===== src/rtl/aer_pkg.sv =====
package aer_pkg;
  typedef enum logic {
    TX_IDLE = 1'b0,
    TX_SEND = 1'b1
  } tx_state_e;
endpackage


===== src/rtl/aer_dpram.sv =====
module aer_dpram #(
  parameter int unsigned W     = 10,
  parameter int unsigned DEPTH = 256,
  localparam int unsigned AW   = $clog2(DEPTH)
) (
  input  logic          clk_i,
  input  logic          wr_en_i,
  input  logic [AW-1:0] wr_addr_i,
  input  logic [W-1:0]  wr_data_i,
  input  logic          rd_en_i,
  input  logic [AW-1:0] rd_addr_i,
  output logic [W-1:0]  rd_data_o
);
  logic [W-1:0] mem_q [DEPTH];

  always_ff @(posedge clk_i) begin
    if (wr_en_i) mem_q[wr_addr_i] <= wr_data_i;
  end

  always_ff @(posedge clk_i) begin
    if (rd_en_i) rd_data_o <= mem_q[rd_addr_i];
  end
endmodule


===== src/rtl/aer_fifo.sv =====
module aer_fifo #(
  parameter int unsigned W     = 10,
  parameter int unsigned DEPTH = 256
) (
  input  logic         clk_i,
  input  logic         rst_ni,
  input  logic         wr_valid_i,
  input  logic [W-1:0] wr_data_i,
  input  logic         ovf_clr_i,
  input  logic         rd_req_i,
  output logic         rd_ack_o,
  output logic         rd_vld_o,
  output logic [W-1:0] rd_data_o,
  output logic         ovf_o
);
  localparam int unsigned AW = $clog2(DEPTH);
  localparam int unsigned PW = AW + 1;

  logic [PW-1:0] wr_ptr_q, rd_ptr_q, fill;
  logic          full, empty, do_wr, rd_vld_q, ovf_q;

  // extra wrap bit tells full from empty
  assign empty    = (wr_ptr_q == rd_ptr_q);
  assign full     = (wr_ptr_q[PW-1] != rd_ptr_q[PW-1]) &&
                    (wr_ptr_q[AW-1:0] == rd_ptr_q[AW-1:0]);
  assign do_wr    = wr_valid_i && !full;
  assign rd_ack_o = rd_req_i && !empty;
  assign fill     = wr_ptr_q - rd_ptr_q;

  always_ff @(posedge clk_i or negedge rst_ni) begin
    if (!rst_ni) begin
      wr_ptr_q <= '0;
      rd_ptr_q <= '0;
      rd_vld_q <= 1'b0;
      ovf_q    <= 1'b0;
    end else begin
      if (do_wr)    wr_ptr_q <= wr_ptr_q + 1'b1;
      if (rd_ack_o) rd_ptr_q <= rd_ptr_q + 1'b1;
      rd_vld_q <= rd_ack_o;
      // discard has priority over clear
      if (wr_valid_i && full) ovf_q <= 1'b1;
      else if (ovf_clr_i)     ovf_q <= 1'b0;
    end
  end

  aer_dpram #(.W(W), .DEPTH(DEPTH)) u_ram (
    .clk_i    (clk_i),
    .wr_en_i  (do_wr),
    .wr_addr_i(wr_ptr_q[AW-1:0]),
    .wr_data_i(wr_data_i),
    .rd_en_i  (rd_ack_o),
    .rd_addr_i(rd_ptr_q[AW-1:0]),
    .rd_data_o(rd_data_o)
  );

  assign rd_vld_o = rd_vld_q;
  assign ovf_o    = ovf_q;

  p_drop_full_r3: assert property (@(posedge clk_i) disable iff (!rst_ni)
    (wr_valid_i && full) |=> $stable(wr_ptr_q));
  p_no_overflow_r3: assert property (@(posedge clk_i) disable iff (!rst_ni)
    (wr_valid_i && full) |=> ovf_o);
  p_ovf_sticky_r7: assert property (@(posedge clk_i) disable iff (!rst_ni)
    (ovf_o && !ovf_clr_i) |=> ovf_o);
  p_ovf_clear_r7: assert property (@(posedge clk_i) disable iff (!rst_ni)
    (ovf_clr_i && !(wr_valid_i && full)) |=> !ovf_o);
  p_fill_bound_r4: assert property (@(posedge clk_i) disable iff (!rst_ni)
    fill <= PW'(DEPTH));
  p_idle_write_r8: assert property (@(posedge clk_i) disable iff (!rst_ni)
    !wr_valid_i |=> $stable(wr_ptr_q));
endmodule


===== src/rtl/aer_tx.sv =====
module aer_tx
  import aer_pkg::*;
#(
  parameter int unsigned W       = 10,
  parameter int unsigned BIT_DIV = 50
) (
  input  logic         clk_i,
  input  logic         rst_ni,
  input  logic         rd_vld_i,
  input  logic [W-1:0] rd_data_i,
  output logic         rd_req_o,
  output logic         tx_o
);
  localparam int unsigned FW = W + 2;
  localparam int unsigned DW = $clog2(BIT_DIV);
  localparam int unsigned BW = $clog2(FW);

  tx_state_e      state_q;
  logic [FW-1:0]  frame_q;
  logic [DW-1:0]  div_q;
  logic [BW-1:0]  bit_q;
  logic           last_div, stop_bit, frame_end, early_req;

  assign last_div  = (div_q == DW'(BIT_DIV - 1));
  assign stop_bit  = (bit_q == BW'(FW - 1));
  assign frame_end = (state_q == TX_SEND) && last_div && stop_bit;
  // ask one cycle before stop ends so RAM latency is hidden
  assign early_req = (state_q == TX_SEND) && stop_bit &&
                     (div_q == DW'(BIT_DIV - 2));
  assign rd_req_o  = ((state_q == TX_IDLE) && !rd_vld_i) || early_req;

  always_ff @(posedge clk_i or negedge rst_ni) begin
    if (!rst_ni) begin
      state_q <= TX_IDLE;
      frame_q <= '1;
      div_q   <= '0;
      bit_q   <= '0;
    end else if (rd_vld_i) begin
      state_q <= TX_SEND;
      frame_q <= {1'b0, rd_data_i, 1'b1};
      div_q   <= '0;
      bit_q   <= '0;
    end else if (state_q == TX_SEND) begin
      if (last_div) begin
        div_q   <= '0;
        frame_q <= {frame_q[FW-2:0], 1'b1};
        if (stop_bit) begin
          state_q <= TX_IDLE;
          bit_q   <= '0;
        end else begin
          bit_q <= bit_q + 1'b1;
        end
      end else begin
        div_q <= div_q + 1'b1;
      end
    end
  end

  assign tx_o = (state_q == TX_SEND) ? frame_q[FW-1] : 1'b1;

  p_start_bit_r5: assert property (@(posedge clk_i) disable iff (!rst_ni)
    rd_vld_i |=> !tx_o);
  p_stop_high_r2: assert property (@(posedge clk_i) disable iff (!rst_ni)
    ((state_q == TX_SEND) && stop_bit) |-> tx_o);
  p_bit_hold_r2: assert property (@(posedge clk_i) disable iff (!rst_ni)
    ((state_q == TX_SEND) && !last_div && !rd_vld_i) |=> $stable(tx_o));
  p_reload_edge_r6: assert property (@(posedge clk_i) disable iff (!rst_ni)
    (rd_vld_i && (state_q == TX_SEND)) |-> frame_end);
endmodule


===== src/rtl/aer_serializer.sv =====
module aer_serializer #(
  parameter int unsigned ADDR_W  = 10,
  parameter int unsigned DEPTH   = 256,
  parameter int unsigned BIT_DIV = 50
) (
  input  logic              clk_i,
  input  logic              rst_ni,
  input  logic              ev_valid_i,
  input  logic [ADDR_W-1:0] ev_addr_i,
  input  logic              ovf_clr_i,
  output logic              tx_o,
  output logic              ovf_o
);
  logic              rd_req, rd_ack, rd_vld;
  logic [ADDR_W-1:0] rd_data;

  aer_fifo #(.W(ADDR_W), .DEPTH(DEPTH)) u_fifo (
    .clk_i     (clk_i),
    .rst_ni    (rst_ni),
    .wr_valid_i(ev_valid_i),
    .wr_data_i (ev_addr_i),
    .ovf_clr_i (ovf_clr_i),
    .rd_req_i  (rd_req),
    .rd_ack_o  (rd_ack),
    .rd_vld_o  (rd_vld),
    .rd_data_o (rd_data),
    .ovf_o     (ovf_o)
  );

  aer_tx #(.W(ADDR_W), .BIT_DIV(BIT_DIV)) u_tx (
    .clk_i    (clk_i),
    .rst_ni   (rst_ni),
    .rd_vld_i (rd_vld),
    .rd_data_i(rd_data),
    .rd_req_o (rd_req),
    .tx_o     (tx_o)
  );

  p_one_pop_r4: assert property (@(posedge clk_i) disable iff (!rst_ni)
    rd_ack |=> !rd_ack);
endmodule


===== config.mk =====
export PLATFORM = sky130hd
export DESIGN_NAME = aer_serializer
export DESIGN_NICKNAME = d
export VERILOG_FILES = /design/src/rtl/aer_pkg.sv /design/src/rtl/aer_dpram.sv /design/src/rtl/aer_fifo.sv /design/src/rtl/aer_tx.sv /design/src/rtl/aer_serializer.sv
export SDC_FILE = /design/constraint.sdc
export NUM_CORES = 2
export LEC_CHECK = 0
export ABC_AREA = 1
export BUFFER_PORTS_ARGS = -buffer_cell sky130_fd_sc_hd__buf_4
export CORE_MARGIN = 10
export CORE_UTILIZATION = 45
export CTS_CLUSTER_DIAMETER = 30
export CTS_CLUSTER_SIZE = 24
export DETAILED_ROUTE_END_ITERATION = 16
export MAX_ROUTING_LAYER = met4
export PLACE_DENSITY_LB_ADDON = 0.25
export SYNTH_ARGS = -nofsm -noshare
export SYNTH_HDL_FRONTEND = slang
export SYNTH_SLANG_ARGS = --single-unit

===== constraint.sdc =====
create_clock -name clk_i -period 2.9 [get_ports clk_i]
set_input_delay 0.29 -clock clk_i [delete_from_list [all_inputs] [get_ports clk_i]]
set_output_delay 0.29 -clock clk_i [all_outputs]
set_load 0.01 [all_outputs]

==> flow_results.org <==
** Outcome
- The run finished, with violations left.
- The checks that failed: setup timing.

** Die
- The floorplan has 181 rows.
- X dimension of the die :: 513.4 µm
- 16 I/O pins were placed.
- Area of the core :: 242800 µm²
- The die covers 263600 µm².
- Vert. Die Dim :: 513.4 µm
- For this configuration, the core starts out at a cell density of 0.4513.

** Finish
- Once layout is complete, the utilization of the core stands at 0.5606.
- Leaving out fill and tap cells, the most frequent cell in the layout is nand2_1.
- The finished cells cover 136100 µm².
- Non-Filler Instances :: 14.30k
- The library cells used most frequently in the layout, excluding fill and tap cells, are 2764 x nand2_1, 2570 x edfxtp_1, 1448 x nor2_1.
- Final-stage net count :: 10.71k
- Of the cells placed in the final design, the portion with a size suffix greater than 1 is 0.1446.
- Area growth from synthesis to layout :: 24.23%

** Placement
- Weighted congestion reported at the end of routability-driven placement :: 0.9089
- Quantity of I/O buffers inserted on ports :: 15
- Area after detailed placement :: 117500 µm²
- Detailed placer's ending HPWL :: 191900 µm
- The number of placed instances, taps included, is 13.33k.

** Drt
- In the final routed layout, each cell accounts on average for 22.73 µm.
- WL final :: 325000 µm
- # DRC :: 0
- Router iterations before antenna repair :: 6
- Number of DRC markers after the initial detailed-route iteration :: 9217
- The detailed router placed 77.93k vias in this run.
- Post-detailed-route count of antenna-violating nets :: 0
- Average via count per standard cell :: 5.451

** STA
- Minimum setup slack in the final design :: -0.03136 ns
- For the pin with the worst max-slew slack, the measured transition is 1.056 ns.
- Worst-case headroom to the max-slew limit :: 0.2955
- Number of max-slew violations in the final report :: 0
- The smallest clock period supported by the final layout is computed as 2.931 ns.
- Hold violation count in the final report :: 0
- Final number of setup-violating endpoints :: 2
- Setup repair after global routing could not meet its margin everywhere.
- Min Hold Slack :: 0.03633 ns
- Dividing the final minimum period by the clock period gives 1.011.
- Timing would allow up to 341.1 MHz.
- Worst Skew :: 0.06826 ns

** Setup path
- The slowest stage of the critical path is the dfrtp_4 cell.
- Measured in cells, the most critical reg-to-reg path has a length of 16.
- Data on the critical path arrives at its endpoint at 3.71 ns.
- List of cells traversed by the critical path :: clkinv_8, buf_12, buf_12, buf_12, nand2_1, nand2_1, nand2_1, a21oi_1, nor2_2, nand2_1, nand3_1, nand2_1, nand2_1, nand2_1, inv_1, nand2_1
- Most common cell type on the critical path :: nand2_1
- Type of the worst setup path :: flop to flop
- Register-to-register path setup slack :: -0.03 ns
- Counting both buffers and inverters, the worst setup path holds a total of 5.
- Launching point of the worst reg2reg path :: u_fifo.rd_ptr_q[0]
- Biggest fanout along the worst timing path :: 20
- Broken down by cell family, the worst path's largest delay share belongs to simple AND/OR/NAND/NOR gates.
- In this design, the stage delay of the slowest critical-path cell is 0.56 ns.
- In this run the critical register-to-register path is captured at u_fifo.u_ram.rd_data_o[0].
- Worst path required time :: 3.68 ns
- Startpoint type of the worst setup path :: flop
- Category of the worst setup path capture point :: flop

** Yosys
- The synthesized design contains 2612 register bits.
- Among all flip-flop cells after synthesis, the most frequent one is edfxtp_1.
- Summed instance area of the synthesized netlist :: 109600 µm²
- Synth async-reset ratio :: 0.01608
- Synthesis warning total :: 0
- Yosys mapped the design onto 42 distinct sky130hd cell types.
- Averaged over all synthesized cells, the footprint is 10.91 µm².
- Post-synthesis instance total :: 10.04k
- Counting every net in the synthesized netlist gives 10.06k.
- EDFF count, synth :: 2570
- Of the synthesized area, sequential elements account for 0.7142.

** Worst hold path
- Min-delay worst type :: input pin to async pin

** Power
- Power spread over the standard cell area amounts to 779.8 nW/µm².
- Summing internal, switching and leakage power gives 106.1 mW.
- Peak ir drop on the vdd network :: 599.6 µV
- Leak pwr :: 52.33 nW

** Clocking
- Clock latency on the worst-skew pair, taken at its later pin, is 0.95 ns.
- Counting every sink on the clock net gives 2612.
- Number of H-tree levels :: 6
- CTS tree :: yes
- Clock-pin slew on the worst setup and hold paths :: 0.05 ns
- The tree is rooted in a clkbuf_16.
- Worst-case clock buffer depth :: 4
- Counting the buffers created by CTS gives 535.

** Flow run
- Number of maximum-capacitance constraint violations :: 0

** Global routing
- Global router's overall resource usage :: 0.2457
- Entering global routing, the biggest net connects 92 pins.
- Number of antenna violations at the first check in global routing :: 7
- The via count of the first global-routing pass was 75.85k.
- First-pass GRT wire length :: 482700 µm
- Summed over all layers, the global routing overflow is 0.
## flip-flops by register name (all words and copies together) (netlist names)
register and count:
u_tx.div_q 6, u_tx.state_q 1, u_fifo.u_ram.mem_q 2560, u_tx.bit_q 4
u_fifo.wr_ptr_q 9, u_fifo.u_ram.rd_data_o 10, u_fifo.rd_ptr_q 9, u_tx.frame_q 11
u_fifo.rd_vld_o 1, u_fifo.ovf_o 1
## cell usage after synthesis (18+ instances only)
library cell  count  share of area
buf_1            78         0.0027
nand2_1        2773          0.095
edfxtp_1       2570           0.70
o21ai_0         661          0.030
buf_4            72         0.0049
o211ai_1         66         0.0045
or2_2            23         0.0013
xor2_1           18         0.0014
nand3_1         913          0.042
clkbuf_1        201         0.0069
nor2_1         1465          0.050
a21oi_1          99         0.0045
inv_1           735          0.025
dfrtp_1          31         0.0071
buf_2           223          0.010
## through the flow
stage / setup slack (ns) / TNS, ns
after global placement: -0.4070 / -2.831
after CTS: -0.1073 / -0.2191
final: -0.03136 / -0.06230
after global routing: -0.08324 / -0.3312
after floorplan: 0.3273 / 0
after detailed placement: -0.4236 / -3.149
## metal layers
metal,global-route usage,wire [µm]
met5,-,0
met3,0.04253,30510
met4,0.08809,11240
met1,0.3305,132300
met2,0.3778,150900
## layout make-up
cell class                      instances  area (µm²)
Fill cell                           19910      106700
Sequential cell                      2612       78250
Multi-Input combinational cell       6102       26100
Clock buffer                          625       14110
Timing Repair Buffer                  682        6988
Tap cell                             3202        4006
Clock inverter                        318        3779
Inverter                              750        2855
Antenna cell                            6       15.01
## cell families (layout without fill, tap and decap cells)
logic type / count (synthesis) / count (layout) / share of synthesized area
flip-flops: 2612 / 2612 / 0.7142
AO/OA/AOI/OAI: 860 / 860 / 0.04113
adder cells (fa/ha/maj): 9 / 9 / 0.001028
AND/OR/NAND/NOR: 5211 / 5211 / 0.1913
other: 0 / 6 / 0
buffers and inverters: 1326 / 2375 / 0.05066
multiplexers: 1 / 1 / 0.00009137
XOR/XNOR: 21 / 21 / 0.001679
## report_power, final
part	switching, mW	internal [mW]	leakage (nW)
logic	2.64	0.694	20.1
clock network	19.6	41.0	8.60
registers	0.145	42.0	23.6
total	22.4	83.7	52.3
## worst max path at each step
stage | endpoint | slack (ns) | depth (start not counted) | startpoint
floorplan | u_fifo.u_ram.mem_q[63][0] | 0.33 | 9 | u_fifo.wr_ptr_q[2]
global placement | u_fifo.u_ram.rd_data_o[7] | -0.41 | 11 | u_fifo.rd_ptr_q[0]
detailed placement | u_fifo.u_ram.rd_data_o[7] | -0.42 | 11 | u_fifo.rd_ptr_q[0]
CTS | u_fifo.u_ram.rd_data_o[7] | -0.11 | 11 | u_fifo.rd_ptr_q[0]
global route | u_fifo.u_ram.rd_data_o[4] | -0.08 | 15 | u_fifo.rd_ptr_q[0]
finish | u_fifo.u_ram.rd_data_o[0] | -0.03 | 16 | u_fifo.rd_ptr_q[0]
## repair_timing
| item | in CTS | in global routing |
|---|---|---|
| setup endpoints to repair | 69 | 136 |
| cloned | 2 | 2 |
| hold endpoints to repair | 535 | 0 |
| buffers inserted | 0 | 3 |
| hold buffers | 14 | 0 |
| resized for setup | 31 | 55 |
Power figures use the tool's default switching activity.
